$ cat src/rtl/conv_seq_pkg.sv
package conv_seq_pkg;
  typedef enum logic [1:0] {
    SEQ_OFF  = 2'd0,
    SEQ_WARM = 2'd1,
    SEQ_CONV = 2'd2
  } seq_state_t;

  localparam logic [2:0] MODE_SINGLE = 3'b001;
  localparam int PASS_W = 16;
  localparam int TAG_W  = 4;
endpackage

$ cat src/rtl/conv_seq_chsel.sv
module conv_seq_chsel #(
  parameter int NUM_CH = 4,
  parameter int IDX_W  = 2
) (
  input  logic [NUM_CH-1:0] mask,
  output logic [IDX_W-1:0]  first_idx,
  output logic              any_set
);
  // lowest set bit wins: scan from the top so lower indices overwrite
  always_comb begin
    first_idx = '0;
    for (int i = NUM_CH - 1; i >= 0; i--) begin
      if (mask[i]) first_idx = IDX_W'(i);
    end
    any_set = |mask;
  end
endmodule

$ cat src/rtl/conv_seq_core.sv
module conv_seq_core
  import conv_seq_pkg::*;
#(
  parameter int CONV_CYCLES = 100,
  parameter int DATA_W      = 24,
  parameter int IDX_W       = 2
) (
  input  logic              clk,
  input  logic              rst_n,
  input  logic              start,
  input  logic [IDX_W-1:0]  chan,
  input  logic [PASS_W-1:0] pass,
  output logic              done,
  output logic [DATA_W-1:0] data,
  output logic [IDX_W-1:0]  done_chan
);
  localparam int CNT_W = (CONV_CYCLES > 1) ? $clog2(CONV_CYCLES) : 1;
  localparam logic [CNT_W-1:0] CNT_LAST = CNT_W'(CONV_CYCLES - 1);

  logic             active;
  logic [CNT_W-1:0] cnt;
  logic [PASS_W-1:0] pass_q;

  assign done = active && (cnt == CNT_LAST);

  always_ff @(posedge clk or negedge rst_n) begin
    if (!rst_n) begin
      active    <= 1'b0;
      cnt       <= '0;
      done_chan <= '0;
      pass_q    <= '0;
    end else if (start) begin
      active    <= 1'b1;
      cnt       <= '0;
      done_chan <= chan;
      pass_q    <= pass;
    end else if (done) begin
      active <= 1'b0;
    end else if (active) begin
      cnt <= cnt + 1'b1;
    end
  end

  // test word standing in for the analog result
  assign data = DATA_W'({pass_q, 4'hC, TAG_W'(done_chan)});
endmodule

$ cat src/rtl/conv_seq_ctrl.sv
module conv_seq_ctrl
  import conv_seq_pkg::*;
#(
  parameter int NUM_CH   = 4,
  parameter int IDX_W    = 2,
  parameter int OSC_WAIT = 2000
) (
  input  logic              clk,
  input  logic              rst_n,
  input  logic              mode_wr,
  input  logic [2:0]        mode_bits,
  input  logic [NUM_CH-1:0] ch_enable,
  input  logic              core_done,
  input  logic [IDX_W-1:0]  first_idx,
  input  logic              any_left,
  output logic [NUM_CH-1:0] pend_mask,
  output logic              core_start,
  output logic              seq_begin,
  output logic [PASS_W-1:0] pass_cnt,
  output seq_state_t        state
);
  localparam int WARM_W = $clog2(OSC_WAIT + 1);
  localparam logic [WARM_W-1:0] WARM_LAST = WARM_W'(OSC_WAIT - 1);

  logic [WARM_W-1:0] warm_cnt;
  logic              warm_end;
  logic [NUM_CH-1:0] pick_bit;

  assign seq_begin  = (state == SEQ_OFF) && mode_wr && (mode_bits == MODE_SINGLE)
                      && (|ch_enable);
  assign warm_end   = (state == SEQ_WARM) && (warm_cnt == WARM_LAST);
  assign core_start = warm_end || ((state == SEQ_CONV) && core_done && any_left);
  assign pick_bit   = NUM_CH'(1) << first_idx;

  always_ff @(posedge clk or negedge rst_n) begin
    if (!rst_n) begin
      state     <= SEQ_OFF;
      pend_mask <= '0;
      warm_cnt  <= '0;
      pass_cnt  <= '0;
    end else begin
      unique case (state)
        SEQ_OFF: begin
          if (seq_begin) begin
            state     <= SEQ_WARM;
            pend_mask <= ch_enable;
            warm_cnt  <= '0;
            pass_cnt  <= pass_cnt + 1'b1;
          end
        end
        SEQ_WARM: begin
          warm_cnt <= warm_cnt + 1'b1;
          if (warm_end) begin
            state     <= SEQ_CONV;
            pend_mask <= pend_mask & ~pick_bit;
          end
        end
        SEQ_CONV: begin
          if (core_done) begin
            if (any_left) pend_mask <= pend_mask & ~pick_bit;
            else          state     <= SEQ_OFF;
          end
        end
        default: state <= SEQ_OFF;
      endcase
    end
  end
endmodule

$ cat src/rtl/conv_seq_outreg.sv
module conv_seq_outreg #(
  parameter int DATA_W = 24,
  parameter int IDX_W  = 2
) (
  input  logic              clk,
  input  logic              rst_n,
  input  logic              load,
  input  logic [DATA_W-1:0] load_data,
  input  logic [IDX_W-1:0]  load_chan,
  input  logic              seq_begin,
  input  logic              res_ready,
  output logic              res_valid,
  output logic [DATA_W-1:0] res_data,
  output logic [3:0]        res_chan
);
  always_ff @(posedge clk or negedge rst_n) begin
    if (!rst_n) begin
      res_valid <= 1'b0;
      res_data  <= '0;
      res_chan  <= '0;
    end else if (load) begin
      res_valid <= 1'b1;
      res_data  <= load_data;
      res_chan  <= 4'(load_chan);
    end else if (seq_begin || res_ready) begin
      res_valid <= 1'b0;
    end
  end
endmodule

$ cat src/rtl/conv_seq_top.sv
module conv_seq_top
  import conv_seq_pkg::*;
#(
  parameter int NUM_CH      = 4,
  parameter int DATA_W      = 24,
  parameter int OSC_WAIT    = 2000,
  parameter int CONV_CYCLES = 100
) (
  input  logic              clk,
  input  logic              rst_n,
  input  logic              mode_wr,
  input  logic [2:0]        mode_bits,
  input  logic [NUM_CH-1:0] ch_enable,
  output logic              res_valid,
  input  logic              res_ready,
  output logic [DATA_W-1:0] res_data,
  output logic [3:0]        res_chan,
  output logic              pwr_down,
  output logic              conv_busy
);
  localparam int IDX_W = (NUM_CH > 1) ? $clog2(NUM_CH) : 1;

  seq_state_t        state;
  logic [NUM_CH-1:0] pend_mask;
  logic [IDX_W-1:0]  first_idx, done_chan;
  logic              any_left, core_start, core_done, seq_begin;
  logic [PASS_W-1:0] pass_cnt;
  logic [DATA_W-1:0] core_data;

  conv_seq_chsel #(.NUM_CH(NUM_CH), .IDX_W(IDX_W)) u_chsel (
    .mask(pend_mask), .first_idx(first_idx), .any_set(any_left)
  );

  conv_seq_ctrl #(.NUM_CH(NUM_CH), .IDX_W(IDX_W), .OSC_WAIT(OSC_WAIT)) u_ctrl (
    .clk(clk), .rst_n(rst_n), .mode_wr(mode_wr), .mode_bits(mode_bits),
    .ch_enable(ch_enable), .core_done(core_done), .first_idx(first_idx),
    .any_left(any_left), .pend_mask(pend_mask), .core_start(core_start),
    .seq_begin(seq_begin), .pass_cnt(pass_cnt), .state(state)
  );

  conv_seq_core #(.CONV_CYCLES(CONV_CYCLES), .DATA_W(DATA_W), .IDX_W(IDX_W)) u_core (
    .clk(clk), .rst_n(rst_n), .start(core_start), .chan(first_idx),
    .pass(pass_cnt), .done(core_done), .data(core_data), .done_chan(done_chan)
  );

  conv_seq_outreg #(.DATA_W(DATA_W), .IDX_W(IDX_W)) u_out (
    .clk(clk), .rst_n(rst_n), .load(core_done), .load_data(core_data),
    .load_chan(done_chan), .seq_begin(seq_begin), .res_ready(res_ready),
    .res_valid(res_valid), .res_data(res_data), .res_chan(res_chan)
  );

  assign pwr_down  = (state == SEQ_OFF);
  assign conv_busy = (state == SEQ_CONV);
endmodule

$ cat config.mk
export PLATFORM = sky130hd
export DESIGN_NAME = conv_seq_top
export DESIGN_NICKNAME = d
export VERILOG_FILES = /design/src/rtl/conv_seq_pkg.sv /design/src/rtl/conv_seq_chsel.sv /design/src/rtl/conv_seq_core.sv /design/src/rtl/conv_seq_ctrl.sv /design/src/rtl/conv_seq_outreg.sv /design/src/rtl/conv_seq_top.sv
export SDC_FILE = /design/constraint.sdc
export NUM_CORES = 1
export LEC_CHECK = 0
export BUFFER_PORTS_ARGS = -buffer_cell sky130_fd_sc_hd__clkbuf_2
export CAP_MARGIN = 20
export CELL_PAD_IN_SITES_DETAIL_PLACEMENT = 0
export CELL_PAD_IN_SITES_GLOBAL_PLACEMENT = 1
export CORE_ASPECT_RATIO = 0.7
export CORE_UTILIZATION = 43
export DETAILED_ROUTE_END_ITERATION = 6
export PLACE_DENSITY_LB_ADDON = 0.1
export SYNTH_ARGS = -nofsm -noshare
export SYNTH_HDL_FRONTEND = slang
export SYNTH_SLANG_ARGS = --single-unit
$ cat constraint.sdc
create_clock -name clk -period 1.9 [get_ports clk]
set_input_delay 0.38 -clock clk [delete_from_list [all_inputs] [get_ports clk]]
set_output_delay 0.38 -clock clk [all_outputs]
set_load 0.1 [all_outputs]
Yosys cells after proc, flatten, opt, wreduce, memory -nomap -nowiden
Index checks and enable logic that the tools add are counted.
- bits of input ports: 11
- register bits after elaboration: 82
- bitwise operators: 2
- reduce and logical (&&, ||, !) cells: 22
- multiplexer cells: 23
- add/subtract/negate cells: 3
- equality and inequality tests: 11
- shifts and indexed selects: 1
- operator list (operator ; count):
    11-bit one-hot mux with 2 select lines ; 1
    7-bit two-way mux ; 3
    16-bit by 1-bit adder with 16-bit output, second input constant ; 1
    2-bit two-way mux ; 8
    4-bit two-way mux ; 4
    4-bit one-hot mux with 3 select lines ; 1
    11-bit by 1-bit adder with 11-bit output, second input constant ; 1
    11-bit equality test, second input constant ; 1
    11-bit two-way mux ; 1
    2-bit by 1-bit != test with 1-bit output, second input constant ; 4
    2-bit nonzero test ; 4
    4-bit OR reduction ; 2
    7-bit by 1-bit adder with 7-bit output, second input constant ; 1
    7-bit equality test, second input constant ; 1
    1-bit logical AND ; 7
    2-bit one-hot mux with 3 select lines ; 1
    2-bit AND reduction ; 3
    5-bit AND reduction ; 1
    4-bit bitwise AND ; 1
    1-bit two-way mux ; 4
    2-bit != test, second input constant ; 2
    4-bit inverter ; 1
    4-bit AND reduction ; 1
    1-bit by 2-bit << shifter with 4-bit output, first input constant ; 1
    6 further kinds ; 7

Depth between registers and ports, before layout
Gate-level depths: netlist of the first run.
- depth after elaboration: 10
- mapped depth: 7

By module
A second synthesis of the first run with hierarchy kept.
- cells, all modules: 332
- area total of the unflattened synthesis: 4112.7 um^2
- modules (own cells, without submodules) (module ; cells an instance ; area each (um^2) ; instances):
    conv_seq_ctrl ; 173 ; 1801.7 ; 1
    conv_seq_core ; 89 ; 1137.3 ; 1
    conv_seq_outreg ; 61 ; 1121.1 ; 1
    conv_seq_chsel ; 7 ; 35.0 ; 1
    conv_seq_top ; 2 ; 17.5 ; 1

Worst setup path after synthesis of the first run
Ideal clock, no wire load.
- path type: reg2reg
- from: reg u_ctrl.state[0]
- to: reg u_ctrl.warm_cnt[7]
- setup slack: -613 ps
- path buffers: 0
- cell stages (with the launch flop): 7
- required time: 1822 ps
- arrival: 2435 ps
- cell sequence: dfrtp_1 inv_1 ha_1 o41a_1 a21oi_2 or4_1 a21oi_1
- cells in the longest elaborated chain, start to end: 6
- ends and longest elaborated chain (element ; line ; source):
    start, declared ; conv_seq_ctrl.sv:20 ; output seq_state_t state
    start signal, assigned ; conv_seq_ctrl.sv:37 ; state <= SEQ_OFF;
    start signal, assigned ; conv_seq_ctrl.sv:45 ; state <= SEQ_WARM;
    start signal, assigned ; conv_seq_ctrl.sv:54 ; state <= SEQ_CONV;
    2-bit logical NOT (*) ; - ;
    named net pwr_down ; conv_seq_top.sv:18 ; output logic pwr_down,
    1-bit logical AND (2 in series) ; conv_seq_ctrl.sv:29 ; assign seq_begin = (state == SEQ_OFF) && mode_wr && (mode_bits == MODE_SINGLE)
    1-bit logical AND ; conv_seq_ctrl.sv:30 ; && (|ch_enable);
    2-bit by 1-bit != test with 1-bit output (no line) ; - ;
    2-bit AND reduction (no line) ; - ;
    end signal, assigned ; conv_seq_ctrl.sv:52 ; warm_cnt <= warm_cnt + 1'b1;
    end, declared ; conv_seq_ctrl.sv:25 ; logic [WARM_W-1:0] warm_cnt;
Mark *: on every way through the listed nets, which the timed path passes. The rest lies on a longest branch.
A chain may end at the register's enable or synchronous reset.

Final worst setup path of the first run
- from: reg u_ctrl.state[0]
- to: reg u_ctrl.pass_cnt[15]
- cells in the longest elaborated chain, start to end: 5
- ends and longest elaborated chain (element ; line ; source):
    2-bit logical NOT (*) ; conv_seq_ctrl.sv:29, conv_seq_ctrl.sv:42 ;
    1-bit logical AND (2 in series) ; conv_seq_ctrl.sv:29 ;
    1-bit logical AND ; conv_seq_ctrl.sv:30 ;
    2-bit AND reduction (no line) (*) ; - ;
    end signal, assigned ; conv_seq_ctrl.sv:48 ; pass_cnt <= pass_cnt + 1'b1;
    end, declared ; conv_seq_ctrl.sv:19 ; output logic [PASS_W-1:0] pass_cnt,
Mark *: on every way between the ends. The rest lies on a longest branch, timed or not.

==> results of run 1 <==
## what timing repair did
action / in CTS / in global routing
hold endpoints to repair: 23 / 0
hold buffers: 1 / 0
endpoints found under the setup margin: 0 / 33
resized for setup: 0 / 9
## cells in the final DEF (no fill, tap or decap), drive strengths merged, types with 3 or more instances in the layout
| cell type | n |
|---|---|
| xor2 | 10 |
| mux2 | 42 |
| clkbuf | 44 |
| and2 | 5 |
| or3 | 3 |
| nor4 | 7 |
| nor3 | 5 |
| nor2b | 3 |
| conb | 6 |
| a21oi | 10 |
| o311ai | 3 |
| nand2 | 25 |
| nor2 | 13 |
| xnor2 | 10 |
| o21ai | 7 |
| buf | 29 |
| nand4 | 8 |
| dfrtp | 79 |
| nand3 | 12 |
| inv | 13 |
| ha | 8 |
## state kept, by name (all words and copies together), names as in the netlist
name	cells
u_ctrl.pend_mask	4
u_out.res_data	19
u_core.active	1
u_ctrl.warm_cnt	11
u_out.res_valid	1
u_ctrl.state	2
u_core.pass_q	16
u_core.cnt	7
u_ctrl.pass_cnt	16
u_core.done_chan	2
## cell families (layout without fill, tap and decap cells)
group                    after synthesis  in the layout  synth area share, %
AO/OA/AOI/OAI                         36             36                 7.12
XOR/XNOR                              20             20                 4.59
adder cells (fa/ha/maj)                8              8                 2.62
buffers and inverters                 29             90                 4.23
flip-flops                            79             79                 51.8
multiplexers                          44             44                 14.5
other                                  1              6               0.0983
AND/OR/NAND/NOR                       99             99                 15.0
## synth_stat cells (all sizes together), types with 3 or more instances
| library cell | number | area [um2] |
|---|---|---|
| nand2 | 25 | 93.8 |
| o311ai | 3 | 26.3 |
| and2 | 5 | 31.3 |
| nor3 | 5 | 25.0 |
| inv | 13 | 48.8 |
| nor2 | 13 | 48.8 |
| o21ai | 7 | 38.8 |
| ha | 8 | 100 |
| mux2 | 42 | 533 |
| xnor2 | 10 | 87.6 |
| nand4 | 8 | 71.3 |
| buf | 14 | 105 |
| dfrtp | 79 | 1980 |
| or3 | 3 | 18.8 |
| xor2 | 10 | 87.6 |
| nor4 | 7 | 58.8 |
| nand3 | 12 | 60.1 |
| nor2b | 3 | 18.8 |
| a21oi | 10 | 57.6 |
## path summary, 6_finish.rpt
kind                                            end  cells after the start           startpoint  slack [ps]
worst min register to register  u_ctrl.pass_cnt[15]                      1  u_ctrl.pass_cnt[15]         470
min in group asynchronous             u_core.cnt[0]                      2                rst_n         490
worst max register to register  u_ctrl.pass_cnt[15]                      6      u_ctrl.state[0]          40
worst max-delay path            u_ctrl.pass_cnt[15]                      6      u_ctrl.state[0]          40
worst min-delay path                u_out.res_valid                      3            res_ready         320
max in group asynchronous        u_out.res_data[15]                      3                rst_n         820
## worst register-to-register path, stage by stage, from the launching register on
cell and delay (ps):
dfrtp_1 420, inv_2 130, ha_4 160, o41a_1 290, nand3_1 250, nor4_1 370
xor2_1 170
## report_power, final
part	internal [uW]	switching [uW]	total [uW]	leakage, uW
combinational	676	950	1630	0.00104
sequential	1850	159	2010	0.00108
clock	1080	635	1710	0.000145
## through the flow
step           power, uW  hold WS, ps  utilization [%]  worst slack, ps  cell area (um2)
2_1_floorplan       3130         84.4                -            -4.64             3860
3_3_place_gp        3610          306             50.5             30.5             4300
3_5_place_dp        3620          305             50.5            0.130             4300
4_1_cts             5370          309             54.2             1.43             4610
5_1_grt             5650          341             54.8            -51.8             4660
6_report            5350          322             54.8             43.1             4660
## area by class of cell
type	instances	area, um2	share of cell area, %
Sequential cell	79	1980	42.4
Timing Repair Buffer	62	417	8.93
Multi-Input combinational cell	213	1770	38.0
Clock inverter	3	42.5	0.912
Clock buffer	12	256	5.50
Inverter	13	48.8	1.05
Tap cell	120	150	3.22
## metal layers
metal | global-route usage [%] | wire length, um
met1 | 26.8 | 4050
met2 | 23.5 | 2850
met3 | 5.15 | 295
met4 | 7.53 | 107
met5 | 0 | 0
==> metrics.md, run 1 <==
| Metric | Value |
|---|---|
| Status | finished clean |
| Die X | 115 um |
| Capturing element type of the critical path | flop |
| Fillers | 745 |
| Worst Path Arrival | 2120 ps |
| Die area | 9260 um2 |
| Syn Area/Cell | 12.1 um2 |
| Non-Filler Instances | 502 |
| CTS tree | built |
| Rel. slew slack | 63.7% |
| WP buf/inv | 1 |
| Worst setup SP type | flop |
| Clk pin slew, worst setup/hold paths | 60 ps |
| H-Tree Depth | 3 |
| I/O pin cnt | 42 |
| Primary FF master, synth | dfrtp_1 |
| Post-Synthesis Cell Area | 3810 um2 |
| Routed len/inst | 14.5 um |
| CP cell instances | inv_2 -> ha_4 -> o41a_1 -> nand3_1 -> nor4_1 -> xor2_1 |
| Largest net degree at the start of global routing | 57 |
| Cells after synthesis | 316 |
| EDFF count, synth | 0 |
| Placed Cells | 486 |
| TritonRoute pass-1 iters | 4 |
| Final setup violation count | 0 |
| Gr ovfl total | 0 |
| Antenna diodes | 0 |
| DP HPWL | 5.18 mm |
| Core area | 8510 um2 |
| Pwr dens | 1150 nW/um2 |
| Synth unique cells | 57 |
| Share of cells above drive strength 1 | 36.4% |
| Drt drc | 0 |
| Fin. Hold Viols | 0 |
| CTS buffer count | 9 |
| Clock Skew | 3.55 ps |
| Register area share after synthesis | 51.8% |
| Yosys Warn Count | 0 |
| Max frequency | 539 MHz |
| Number of global-route vias before repair | 2416 |
| Via count | 2496 |
| Max FO, Critical Path | 5 |
| DR vias/cell | 4.97 |
| DRT Wirelength | 7.30 mm |
| Total track usage | 17.8% |
| WS Path Type | reg -> reg |
| RSZ-0062 raised after global routing | true |
| Period minus WS final | 1860 ps |
| Max_cap viols | 0 |
| Root buf cell | clkbuf_16 |
| Post-CTS setup buffer count | 0 |
| Tightest Pin Transition | 547 ps |
| Clk sink count | 79 |
| Initial antenna violation count | 0 |
| Initial core utilization | 44.8% |
| Peak supply drop | 0.000607 V |
| Worst path top cell family by delay | simple AND/OR/NAND/NOR gates |
| Die Y | 80.8 um |
| Leakage Power | 0.00226 uW |
| First-iteration detailed-routing DRC count | 114 |
| Min-Delay Path Class | in -> reg |
| Nets@finish | 397 |
| Max-slew violations | 0 |
| FFs w/ async S/R, synth | 100% |
| Post-synthesis register bit count | 79 |
| Port Buffers | 35 |
| Largest stage delay on the critical path | 420 ps |
| Row cnt | 28 |
| Slowest CP cell | dfrtp_1 |
| Final cycle utilization of the critical path | 97.7% |
| Routability cong. | 0.841 |
| Post-route ant nets | 0 |
| Area Overhead vs Synth | 22.3% |
| First-pass GRT wire length | 12.3 mm |
| Critical path required time | 2160 ps |
| Worst-skew pair later-pin latency | 330 ps |
| TNS Setup | 0 ps |
| Clock buffer depth | 2 |
Power figures use the tool's default switching activity.
==> inputs of run 2 (changes only) <==
--- a/config.mk
+++ b/config.mk
@@ -10,7 +10,8 @@
 export CELL_PAD_IN_SITES_DETAIL_PLACEMENT = 0
 export CELL_PAD_IN_SITES_GLOBAL_PLACEMENT = 1
 export CORE_ASPECT_RATIO = 0.7
-export CORE_UTILIZATION = 43
+export CORE_UTILIZATION = 44
+export CTS_BUF_LIST = sky130_fd_sc_hd__clkbuf_4
 export DETAILED_ROUTE_END_ITERATION = 6
 export PLACE_DENSITY_LB_ADDON = 0.1
 export SYNTH_ARGS = -nofsm -noshare
==> metrics.md, run 2 (same netlist as run 1, synthesis figures left out) <==
| Metric | Value |
|---|---|
| Initial core utilization | 45.2% |
| TNS Setup | 0 ps |
| Critical path required time | 1520 ps |
| Max FFs per register | 19 |
| Row cnt | 28 |
| Nets@finish | 404 |
| TritonRoute pass-1 iters | 4 |
| Min-Delay Startpoint | res_ready |
| Max FO, Critical Path | 4 |
| Total track usage | 17.6% |
| Max-slew violations | 0 |
| Setup crit start | u_ctrl.state[0] |
| DRT Wirelength | 7.27 mm |
| Capturing element type of the critical path | primary output |
| Post-route ant nets | 0 |
| Min-Delay Path Class | in -> reg |
| Share of cells above drive strength 1 | 38.5% |
| Pwr dens | 1030 nW/um2 |
| I/O pin cnt | 42 |
| DP Worst Slack | -28.3 ps |
| WS Path Type | reg -> out |
| Worst-skew pair later-pin latency | 430 ps |
| Peak supply drop | 0.000750 V |
| M1 WL | 4.14 mm |
| Most frequent cells in the layout | dfrtp_1, clkbuf_2, buf_4, mux2_2, nand2_1 |
| Largest net degree at the start of global routing | 40 |
| Max_cap viols | 0 |
| Met3 WL post-DR | 275 um |
| Clock buffer depth | 2 |
| Clk sink count | 79 |
| Initial antenna violation count | 0 |
| First-iteration detailed-routing DRC count | 164 |
| Worst path top cell family by delay | flip-flops |
| Die X | 113 um |
| Period minus WS final | 1850 ps |
| Clk pin slew, worst setup/hold paths | 140 ps |
| Drt drc | 0 |
| Status | finished clean |
| CTS buffer count | 9 |
| Root buf cell | clkbuf_4 |
| CP cell instances | inv_4 -> ha_4 -> buf_4 |
| Worst Path Arrival | 1470 ps |
| H-Tree Depth | 3 |
| WL met2 | 2.77 mm |
| Placed cell area | 4310 um2 |
| Tightest Pin Transition | 536 ps |
| Final setup violation count | 0 |
| DR vias/cell | 4.99 |
| Routability cong. | 0.801 |
| First-pass GRT wire length | 12.0 mm |
| WP buf/inv | 2 |
| Via count | 2544 |
| Regs by FF count | u_out.res_data x19, u_core.pass_q x16, u_ctrl.pass_cnt x16 |
| Die Y | 79.9 um |
| Antenna diodes | 0 |
| CTS tree | built |
| Die area | 9050 um2 |
| DP HPWL | 5.18 mm |
| Port Buffers | 35 |
| Worst setup SP type | flop |
| Clock Skew | 23.4 ps |
| Gr ovfl total | 0 |
| Slowest CP cell | dfrtp_2 |
| Rel. slew slack | 64.3% |
| Largest stage delay on the critical path | 480 ps |
| Highest metal used | met4 |
| Worst Slack Setup Final | 47.8 ps |
| Commonest non-fill, non-tap cell in the layout | dfrtp_1 |
| Area Overhead vs Synth | 20.2% |
| Core area | 8440 um2 |
| Routed len/inst | 14.3 um |
| Final instance area | 4590 um2 |
| R2r startpoint | u_ctrl.state[0] |
| Number of global-route vias before repair | 2319 |
| Max frequency | 540 MHz |
| Leakage Power | 0.00224 uW |
| Largest register by flop count | u_out.res_data |
| Post-Route Utilization | 54.3% |
| Min Hold Slack | 215 ps |
| Fin. Hold Viols | 0 |
| Final cycle utilization of the critical path | 97.5% |
## run 2: metal layers
layer	track usage, %	vias up
met5	0	-
met3	4.78	8
met1	27.2	1214
li1	-	1272
met4	4.74	0
met2	23.6	50
## run 2: final timing paths
kind	end	slack, ps	cells past startpoint
worst min register to register	u_ctrl.pass_cnt[15]	500	1
min in group asynchronous	u_out.res_data[0]	450	2
max in group asynchronous	u_core.pass_q[0]	850	3
worst max register to register	u_core.pass_q[6]	70	7
worst max-delay path	conv_busy	50	3
worst min-delay path	u_out.res_valid	220	3
## run 2: layout make-up
cell class | instances | area, um2
Clock inverter | 6 | 36.3
Fill cell | 733 | 3860
Tap cell | 120 | 150
Inverter | 13 | 51.3
Timing Repair Buffer | 69 | 490
Sequential cell | 79 | 1980
Clock buffer | 10 | 75.1
Multi-Input combinational cell | 213 | 1810
## run 2: timing repair
action	4_1_cts	5_1_grt
hold endpoints to repair	36	0
pin swaps	0	2
buffers inserted	0	6
gates cloned	0	0
gates resized for setup	5	12
endpoints found under the setup margin	23	59
hold buffers	1	0
## run 2: report_power, final
group	switching [uW]	leakage, uW	internal [uW]	total, uW
Clock	575	0.0000680	280	855
Combinational	1020	0.00109	831	1850
Sequential	155	0.00107	1850	2010
Total	1740	0.00224	2960	4710
## run 2: per-stage QoR
step	total power, uW	cells
after floorplan	3130	321
after global placement	3640	487
after detailed placement	3630	487
after CTS	4530	504
after global routing	5020	510
final	4710	510
## run 2: worst reg2reg max path: cells and delay by family (launching register included)
kind | cells | cell delay, ps
DFF | 1 | 460
adders and majority gates | 1 | 170
buffers and inverters | 2 | 300
AOI/OAI and AO/OA | 1 | 80
muxes | 1 | 320
and+or+nand+nor | 2 | 380
